`config.mk`:
```
export PLATFORM = sky130hd
export DESIGN_NAME = srt_div4
export DESIGN_NICKNAME = d
export VERILOG_FILES = /design/src/rtl/srt_div_pkg.sv /design/src/rtl/srt_qsel.sv /design/src/rtl/srt_rem_path.sv /design/src/rtl/srt_qacc.sv /design/src/rtl/srt_ctrl.sv /design/src/rtl/srt_div4.sv
export SDC_FILE = /design/constraint.sdc
export NUM_CORES = 1
export LEC_CHECK = 0
export ABC_AREA = 1
export BUFFER_PORTS_ARGS = -buffer_cell sky130_fd_sc_hd__buf_2
export CAP_MARGIN = 10
export CORE_UTILIZATION = 40
export CTS_BUF_LIST = sky130_fd_sc_hd__clkbuf_2
export DETAILED_ROUTE_END_ITERATION = 8
export PLACE_DENSITY = 0.56
export RECOVER_POWER = 25
export SETUP_SLACK_MARGIN = 0.4
export SYNTH_ARGS = -nofsm -noshare
export SYNTH_HDL_FRONTEND = slang
export SYNTH_SLANG_ARGS = --single-unit
```
`constraint.sdc`:
```
create_clock -name clk -period 26.9 [get_ports clk]
set_input_delay 5.38 -clock clk [delete_from_list [all_inputs] [get_ports clk]]
set_output_delay 5.38 -clock clk [all_outputs]
set_load 0.03 [all_outputs]
```
`src/rtl/srt_div_pkg.sv`:
```
package srt_div_pkg;

    // Truncated views used by the digit selection
    localparam int EST_W     = 7;   // shifted remainder estimate: 4 int + 3 frac
    localparam int DEST_W    = 4;   // divisor estimate: 1.xxx
    localparam int INT_W     = 4;   // integer bits of the partial remainder (incl. sign)

    typedef struct packed {
        logic       neg;
        logic [1:0] mag;
    } qdig_t;

    typedef enum logic [1:0] {
        ST_IDLE = 2'd0,
        ST_RUN  = 2'd1,
        ST_FIX  = 2'd2
    } srt_state_e;

    // ceil(p/3) for signed p
    function automatic int ceil_third(input int p);
        if (p >= 0) return (p + 2) / 3;
        else        return -((-p) / 3);
    endfunction

    // Digit selection. Thresholds are in units of 1/8 and are derived
    // from the overlap of neighbouring digit intervals over the whole
    // divisor column [dlo, dlo + 1/8). The estimate truncates toward
    // minus infinity, so the true value lies in [est, est + 1/8).
    function automatic qdig_t sel_digit(input logic signed [EST_W-1:0] est,
                                        input logic [DEST_W-1:0]       dcol);
        int    y;
        int    dlo;
        int    dhi;
        int    m_p2;
        int    m_p1;
        int    m_z;
        int    m_n1;
        qdig_t d;
        y    = int'(est);
        dlo  = 8 + int'(dcol[DEST_W-2:0]);
        dhi  = dlo + 1;
        m_p2 = ceil_third(4 * dhi);
        m_p1 = ceil_third(dhi);
        m_z  = ceil_third(-2 * dlo);
        m_n1 = ceil_third(-5 * dlo);
        if (!dcol[DEST_W-1])  d = '{neg: 1'b0, mag: 2'd0}; // not normalized: unreachable
        else if (y >= m_p2)   d = '{neg: 1'b0, mag: 2'd2};
        else if (y >= m_p1)   d = '{neg: 1'b0, mag: 2'd1};
        else if (y >= m_z)    d = '{neg: 1'b0, mag: 2'd0};
        else if (y >= m_n1)   d = '{neg: 1'b1, mag: 2'd1};
        else                  d = '{neg: 1'b1, mag: 2'd2};
        return d;
    endfunction

endpackage

```
`src/rtl/srt_qsel.sv`:
```
module srt_qsel
    import srt_div_pkg::*;
#(
    parameter int SIG_W = 24,
    localparam int RW   = SIG_W + 1 + INT_W
) (
    input  logic [RW-1:0]    rem_sh,
    input  logic [SIG_W-1:0] dvs,
    output qdig_t            dig
);
    logic signed [EST_W-1:0] est;
    logic [DEST_W-1:0]       dcol;

    assign est  = rem_sh[RW-1 -: EST_W];
    assign dcol = dvs[SIG_W-1 -: DEST_W];

    always_comb dig = sel_digit(est, dcol);

endmodule

```
`src/rtl/srt_rem_path.sv`:
```
module srt_rem_path
    import srt_div_pkg::*;
#(
    parameter int SIG_W = 24,
    localparam int FRAC = SIG_W + 1,
    localparam int RW   = FRAC + INT_W
) (
    input  logic             clk,
    input  logic             rst,
    input  logic             load,
    input  logic             step,
    input  logic             fix,
    input  logic [SIG_W-1:0] dividend,
    input  logic [SIG_W-1:0] divisor,
    output qdig_t            dig,
    output logic             rem_neg,
    output logic [SIG_W-1:0] rem_corr
);
    logic [RW-1:0]    w_q;
    logic [SIG_W-1:0] dvs_q;
    logic [RW-1:0]    dw;
    logic [RW-1:0]    w_sh;
    logic [RW-1:0]    mult;
    logic [RW-1:0]    w_nxt;
    logic [RW-1:0]    w_fix;

    // divisor aligned to the remainder's binary point
    assign dw   = {3'b000, dvs_q, 2'b00};
    assign w_sh = {w_q[RW-3:0], 2'b00};

    srt_qsel #(.SIG_W(SIG_W)) u_qsel (
        .rem_sh (w_sh),
        .dvs    (dvs_q),
        .dig    (dig)
    );

    always_comb begin
        unique case (dig.mag)
            2'd2:    mult = {dw[RW-2:0], 1'b0};
            2'd1:    mult = dw;
            default: mult = '0;
        endcase
        w_nxt = dig.neg ? (w_sh + mult) : (w_sh - mult);
    end

    assign rem_neg  = w_q[RW-1];
    assign w_fix    = rem_neg ? (w_q + dw) : w_q;
    assign rem_corr = w_fix[SIG_W+1:2];

    always_ff @(posedge clk) begin
        if (rst) begin
            w_q   <= '0;
            dvs_q <= '0;
        end else if (load) begin
            w_q   <= {{INT_W{1'b0}}, 1'b0, dividend};
            dvs_q <= divisor;
        end else if (step) begin
            w_q   <= w_nxt;
        end
    end

    // ---- checks ----
    logic          stepped_q;
    logic [RW-1:0] w_abs;
    logic [RW+1:0] lhs3;
    logic [RW+1:0] rhs2;

    always_ff @(posedge clk) begin
        if (rst) stepped_q <= 1'b0;
        else     stepped_q <= step;
    end

    assign w_abs = w_q[RW-1] ? (~w_q + 1'b1) : w_q;
    assign lhs3  = {2'b00, w_abs} + {1'b0, w_abs, 1'b0};
    assign rhs2  = {1'b0, dw, 1'b0};

    // remainder stays inside (2/3)*divisor after every iteration
    p_rem_bound_r3: assert property (@(posedge clk) disable iff (rst)
        stepped_q |-> (lhs3 <= rhs2));

    // corrected remainder is non-negative and below the divisor
    p_fix_range_r5: assert property (@(posedge clk) disable iff (rst)
        fix |-> (!w_fix[RW-1] && (w_fix < dw)));

endmodule

```
`src/rtl/srt_qacc.sv`:
```
module srt_qacc
    import srt_div_pkg::*;
#(
    parameter int QW = 26
) (
    input  logic          clk,
    input  logic          rst,
    input  logic          load,
    input  logic          step,
    input  qdig_t         dig,
    input  logic          rem_neg,
    output logic [QW-1:0] quot
);
    logic [QW-1:0] qpos_q;
    logic [QW-1:0] qneg_q;
    logic [1:0]    pos_mag;
    logic [1:0]    neg_mag;

    assign pos_mag = dig.neg ? 2'd0 : dig.mag;
    assign neg_mag = dig.neg ? dig.mag : 2'd0;

    always_ff @(posedge clk) begin
        if (rst || load) begin
            qpos_q <= '0;
            qneg_q <= '0;
        end else if (step) begin
            qpos_q <= {qpos_q[QW-3:0], pos_mag};
            qneg_q <= {qneg_q[QW-3:0], neg_mag};
        end
    end

    assign quot = qpos_q - qneg_q - {{(QW-1){1'b0}}, rem_neg};

    // each retired digit is one of -2..+2 with no negative zero
    p_digit_legal_r1: assert property (@(posedge clk) disable iff (rst)
        step |-> ((dig.mag != 2'd3) && !(dig.neg && (dig.mag == 2'd0))));

endmodule

```
`src/rtl/srt_ctrl.sv`:
```
module srt_ctrl
    import srt_div_pkg::*;
#(
    parameter int ITER = 13,
    localparam int CW  = $clog2(ITER + 1)
) (
    input  logic clk,
    input  logic rst,
    input  logic start,
    output logic load,
    output logic step,
    output logic fix,
    output logic busy,
    output logic done
);
    srt_state_e     state_q;
    logic [CW-1:0]  cnt_q;

    assign load = start && (state_q == ST_IDLE);
    assign step = (state_q == ST_RUN);
    assign fix  = (state_q == ST_FIX);
    assign busy = (state_q != ST_IDLE);

    always_ff @(posedge clk) begin
        if (rst) begin
            state_q <= ST_IDLE;
            cnt_q   <= '0;
            done    <= 1'b0;
        end else begin
            done <= 1'b0;
            unique case (state_q)
                ST_IDLE: if (start) begin
                    state_q <= ST_RUN;
                    cnt_q   <= '0;
                end
                ST_RUN: begin
                    cnt_q <= cnt_q + 1'b1;
                    if (cnt_q == CW'(ITER - 1)) state_q <= ST_FIX;
                end
                ST_FIX: begin
                    state_q <= ST_IDLE;
                    done    <= 1'b1;
                end
                default: state_q <= ST_IDLE;
            endcase
        end
    end

    // done is a single-cycle pulse
    p_done_pulse_r7: assert property (@(posedge clk) disable iff (rst)
        done |=> !done);

    // a start seen while running does not leave the run state
    p_run_keeps_r8: assert property (@(posedge clk) disable iff (rst)
        (step && start && (cnt_q != CW'(ITER - 1))) |=> step);

endmodule

```
`src/rtl/srt_div4.sv`:
```
module srt_div4
    import srt_div_pkg::*;
#(
    parameter int  SIG_W = 24,
    localparam int ITER  = (SIG_W + 3) / 2,
    localparam int QW    = 2 * ITER
) (
    input  logic             clk,
    input  logic             rst,
    input  logic             start_i,
    input  logic [SIG_W-1:0] dividend_i,
    input  logic [SIG_W-1:0] divisor_i,
    output logic             busy_o,
    output logic             done_o,
    output logic [QW-1:0]    quot_o,
    output logic [SIG_W-1:0] rem_o,
    output logic             sticky_o
);
    logic             load;
    logic             step;
    logic             fix;
    qdig_t            dig;
    logic             rem_neg;
    logic [SIG_W-1:0] rem_corr;
    logic [QW-1:0]    quot_raw;

    srt_ctrl #(.ITER(ITER)) u_ctrl (
        .clk   (clk),
        .rst   (rst),
        .start (start_i),
        .load  (load),
        .step  (step),
        .fix   (fix),
        .busy  (busy_o),
        .done  (done_o)
    );

    srt_rem_path #(.SIG_W(SIG_W)) u_rem (
        .clk      (clk),
        .rst      (rst),
        .load     (load),
        .step     (step),
        .fix      (fix),
        .dividend (dividend_i),
        .divisor  (divisor_i),
        .dig      (dig),
        .rem_neg  (rem_neg),
        .rem_corr (rem_corr)
    );

    srt_qacc #(.QW(QW)) u_qacc (
        .clk     (clk),
        .rst     (rst),
        .load    (load),
        .step    (step),
        .dig     (dig),
        .rem_neg (rem_neg),
        .quot    (quot_raw)
    );

    always_ff @(posedge clk) begin
        if (rst) begin
            quot_o   <= '0;
            rem_o    <= '0;
            sticky_o <= 1'b0;
        end else if (fix) begin
            quot_o   <= quot_raw;
            rem_o    <= rem_corr;
            sticky_o <= |rem_corr;
        end
    end

    // ---- checks ----
    localparam int LW = $clog2(ITER + 3);
    logic [LW-1:0] lat_q;

    always_ff @(posedge clk) begin
        if (rst)                           lat_q <= '0;
        else if (load)                     lat_q <= '0;
        else if (lat_q != LW'(ITER + 2))   lat_q <= lat_q + 1'b1;
    end

    // one digit per cycle gives a fixed ITER+1 latency to done
    p_latency_r1: assert property (@(posedge clk) disable iff (rst)
        done_o |-> (lat_q == LW'(ITER + 1)));

    // results hold between done pulses
    p_hold_quot_r9: assert property (@(posedge clk) disable iff (rst)
        !done_o |-> ($stable(quot_o) && $stable(rem_o) && $stable(sticky_o)));

endmodule

```
==> impl_metrics.env <==
export IMPL_dp_cells=3230
export IMPL_synth_xor_area_frac=0.0604
export IMPL_hold_path_class="reg2reg"
export IMPL_cp_required_ps=27680
export IMPL_hold_path_end="u_qacc.qneg_q[3]$_SDFFE_PP0P_"
export IMPL_clkPwrFrac=0.127
export IMPL_dp_hpwl_um=37800
export IMPL_cts_hold_buf=0
export IMPL_rrSetupSlack_ps=9120
export IMPL_die_h_um=207
export IMPL_synth_fa_ha_area_frac=0.165
export IMPL_p_sw_mw=0.650
export IMPL_synth_edf_count=0
export IMPL_slew_viol_final=101
export IMPL_core_area_um2=41100
export IMPL_finalHoldViolations=0
export IMPL_fmax_ghz=0.0562
export IMPL_worstSetupStartpointType="register"
export IMPL_critPathCaptureType="register"
export IMPL_clk_pin_slew_ps=300
export IMPL_die_area_um2=42800
export IMPL_syn_area_um2=16800
export IMPL_drc=0
export IMPL_rows=74
export IMPL_synth_seq_cells=162
export IMPL_cp_arrival_ps=18560
export IMPL_clock_skew_ps=53.3
export IMPL_drtAntennaViolNets=0
export IMPL_first_global_vias=15557
export IMPL_comb_power_share=0.657
export IMPL_stdcell_count=3267
export IMPL_cts_root_buf="clkbuf_2"
export IMPL_final_util=0.439
export IMPL_grt_max_degree=80
export IMPL_syn_inst=2657
export IMPL_fin_crit_sh=0.661
export IMPL_swShare=0.546
export IMPL_globalRouteOverflowTotal=0
export IMPL_worst_pin_slew_ps=2970
export IMPL_nNetsFinal=2985
export IMPL_r2r_start="u_rem.dvs_q[20]$_SDFFE_PP0P_"
export IMPL_ctsResizeCount=0
export IMPL_ys_warn_count=0
export IMPL_layout_setup_ws_ps=9120
export IMPL_synthSimpleGateAreaFrac=0.268
export IMPL_worst_path_max_delay_cell="fa_1"
export IMPL_ys_seq_area_frac=0.193
export IMPL_synthMuxAreaShare=0.00119
export IMPL_crit_buf_inv=21
export IMPL_setup_viol=0
export IMPL_hold_start="u_qacc.qneg_q[1]$_SDFFE_PP0P_"
export IMPL_p_seq_frac=0.216
export IMPL_status="complete, but fails checks"
export IMPL_fp_dieW_um=207
export IMPL_rr_endpoint="u_rem.w_q[28]$_SDFFE_PP0P_"
export IMPL_wire_per_inst_um=14.8
export IMPL_cts_tree="yes"
export IMPL_crit_path_max_fanout=24
export IMPL_internal_power_mw=0.540
export IMPL_synth_top_family_by_area="simple AND/OR/NAND/NOR gates"
export IMPL_path_common_cell="nand2_1"
export IMPL_rsz0062_at_grt="false"
export IMPL_dp_slack_ps=9270
export IMPL_fin_setup_tns_ps=0
export IMPL_initial_core_util=0.409
export IMPL_first_pass_iters=5
export IMPL_worstHoldPathCells=2
export IMPL_drtIter0Drc=1124
export IMPL_cts_buffer_depth=2
export IMPL_syn_mean_instance_area_um2=6.32
export IMPL_grt_pass1_wl_um=78400
export IMPL_drv_cap=2
export IMPL_drive_above_1_share=0.0842
export IMPL_cts_setup_buffers=0
export IMPL_reg2regPathDepth=113
export IMPL_io_pins=104
export IMPL_crit_family="simple AND/OR/NAND/NOR gates"
export IMPL_syn2layout_area_growth_pct=7.38
export IMPL_numPortBuffers=103
export IMPL_postSynth_asyncResetShare=0
export IMPL_worst_ir_drop_vdd_uv=46.1
export IMPL_place_congestion=0.943
export IMPL_ys_types=64
export IMPL_htreeDepth=4
export IMPL_max_slew_margin=-0.977
export IMPL_finalWirelength_um=48400
export IMPL_synth_compound_area_frac=0.193
export IMPL_synthFlopType="dfxtp_1"
export IMPL_vias=16762
export IMPL_setup_worst_path_class="reg2reg"
export IMPL_clk_latency_ps=850
export IMPL_grt_util_all_layers=0.230
export IMPL_clkSinkCount=162
export IMPL_slowest_delay_ps=700
export IMPL_violations="max-capacitance violations, max-slew violations"
export IMPL_power_leakage_nw=9.53
export IMPL_fin_crit_ps=17780
export IMPL_syn_num_nets=2925
export IMPL_power_density_nw_per_um2=66.0
export IMPL_antenna_found_initial=3
export IMPL_finalPower_mw=1.19
export IMPL_cts_made_buffers=17
export IMPL_vias_per_cell=5.13
==> worst max-delay path by stage <==
| stage | from | end | cells past startpoint |
|---|---|---|---|
| final | u_rem.dvs_q[20]$_SDFFE_PP0P_ | u_rem.w_q[28]$_SDFFE_PP0P_ | 113 |
| after global routing | u_rem.dvs_q[20]$_SDFFE_PP0P_ | u_rem.w_q[28]$_SDFFE_PP0P_ | 113 |
| after CTS | u_rem.dvs_q[20]$_SDFFE_PP0P_ | u_rem.w_q[28]$_SDFFE_PP0P_ | 113 |
| after detailed placement | u_rem.dvs_q[20]$_SDFFE_PP0P_ | u_rem.w_q[28]$_SDFFE_PP0P_ | 113 |
| after global placement | u_rem.dvs_q[20]$_SDFFE_PP0P_ | u_rem.w_q[28]$_SDFFE_PP0P_ | 113 |
| after floorplan | u_rem.dvs_q[20]$_SDFFE_PP0P_ | u_rem.w_q[28]$_SDFFE_PP0P_ | 118 |
==> power by group through the flow <==
| stage | Combinational (mW) | Clock, mW | Sequential, mW |
|---|---|---|---|
| finish | 0.782 | 0.152 | 0.257 |
| global route | 0.892 | 0.164 | 0.258 |
| CTS | 0.782 | 0.156 | 0.257 |
| detailed placement | 0.778 | 0 | 0.261 |
| global placement | 0.766 | 0 | 0.261 |
| floorplan | 0.613 | 0 | 0.258 |
==> synthesized netlist by cell type, types with 8 or more instances <==
cell type | n | area [um^2]
a31oi_1 | 31 | 194
ha_1 | 209 | 2620
o31ai_1 | 11 | 82.6
fa_1 | 8 | 160
o211ai_1 | 13 | 97.6
inv_2 | 13 | 48.8
nor4_1 | 9 | 56.3
inv_1 | 433 | 1630
o21ai_0 | 190 | 951
nor3_1 | 40 | 200
xor2_1 | 89 | 780
nand2_1 | 566 | 2120
nand3_2 | 8 | 80.1
nor2_1 | 250 | 938
nand4_1 | 21 | 131
a21oi_1 | 238 | 1190
xnor2_1 | 25 | 219
nand3_1 | 105 | 526
nand2_2 | 22 | 138
dfxtp_1 | 162 | 3240
o22ai_1 | 24 | 150
o21ai_1 | 14 | 70.1
buf_1 | 11 | 41.3
o21bai_1 | 18 | 135
clkbuf_1 | 54 | 203
==> cell families (layout without fill, tap and decap cells) <==
family / after synthesis / count (layout)
muxes: 2 / 2
xor gates and xnor gates: 115 / 115
AOI/OAI and AO/OA: 581 / 581
other: 0 / 5
buffers and inverters: 526 / 599
and+or+nand+nor: 1054 / 1054
adders and majority gates: 217 / 217
DFF: 162 / 162
==> through the flow <==
| stage | hold WS [ps] | area, um^2 |
|---|---|---|
| 6_report | 484 | 18000 |
| 5_1_grt | 473 | 18000 |
| 4_1_cts | 470 | 18000 |
| 3_5_place_dp | 459 | 17800 |
| 3_3_place_gp | 457 | 17800 |
| 2_1_floorplan | 441 | 16800 |
==> flip-flops by register name, indices dropped and copies added (netlist names) <==
signal,count
u_qacc.qpos_q,26
sticky_o,1
rem_o,24
u_rem.dvs_q,24
quot_o,26
u_ctrl.done,1
u_ctrl.state_q,2
u_qacc.qneg_q,26
u_rem.w_q,28
u_ctrl.cnt_q,4
==> cell usage in the layout, fill, tap and decap left out, types with 14 or more instances in the layout <==
cell type / instances
xnor2_1: 25
o22ai_1: 24
inv_1: 433
nand2_2: 22
nand3_1: 105
a31oi_1: 31
inv_2: 14
nor3_1: 40
buf_2: 103
xor2_1: 89
clkbuf_2: 17
nand4_1: 21
nand2_1: 566
o21bai_1: 18
dfxtp_1: 162
ha_1: 209
o21ai_0: 190
nor2_1: 248
a21oi_1: 238
o21ai_1: 14
==> final cells by class <==
| cell class | instances | area, um^2 |
|---|---|---|
| inverters | 451 | 1690 |
| repair buffers | 116 | 606 |
| fillers | 4374 | 23100 |
| clock buffers | 17 | 85.1 |
| multi-input cells | 1969 | 11500 |
| diodes | 5 | 12.5 |
| flip-flops and latches | 162 | 3240 |
| clock inverters | 15 | 179 |
| well taps | 532 | 666 |
==> worst min-delay path, cell delays in order, from the launching register on <==
cell     delay [ps]
dfxtp_1         390
nand2_1          60
a21oi_1          50
==> layer usage <==
layer,wire (um),up-vias,GRT usage
met5,0,-,0
met4,859,0,0.0594
met1,23900,7606,0.313
li1,-,8743,-
met3,2180,52,0.0366
met2,21500,361,0.374
(Power assumes the default switching activity.)
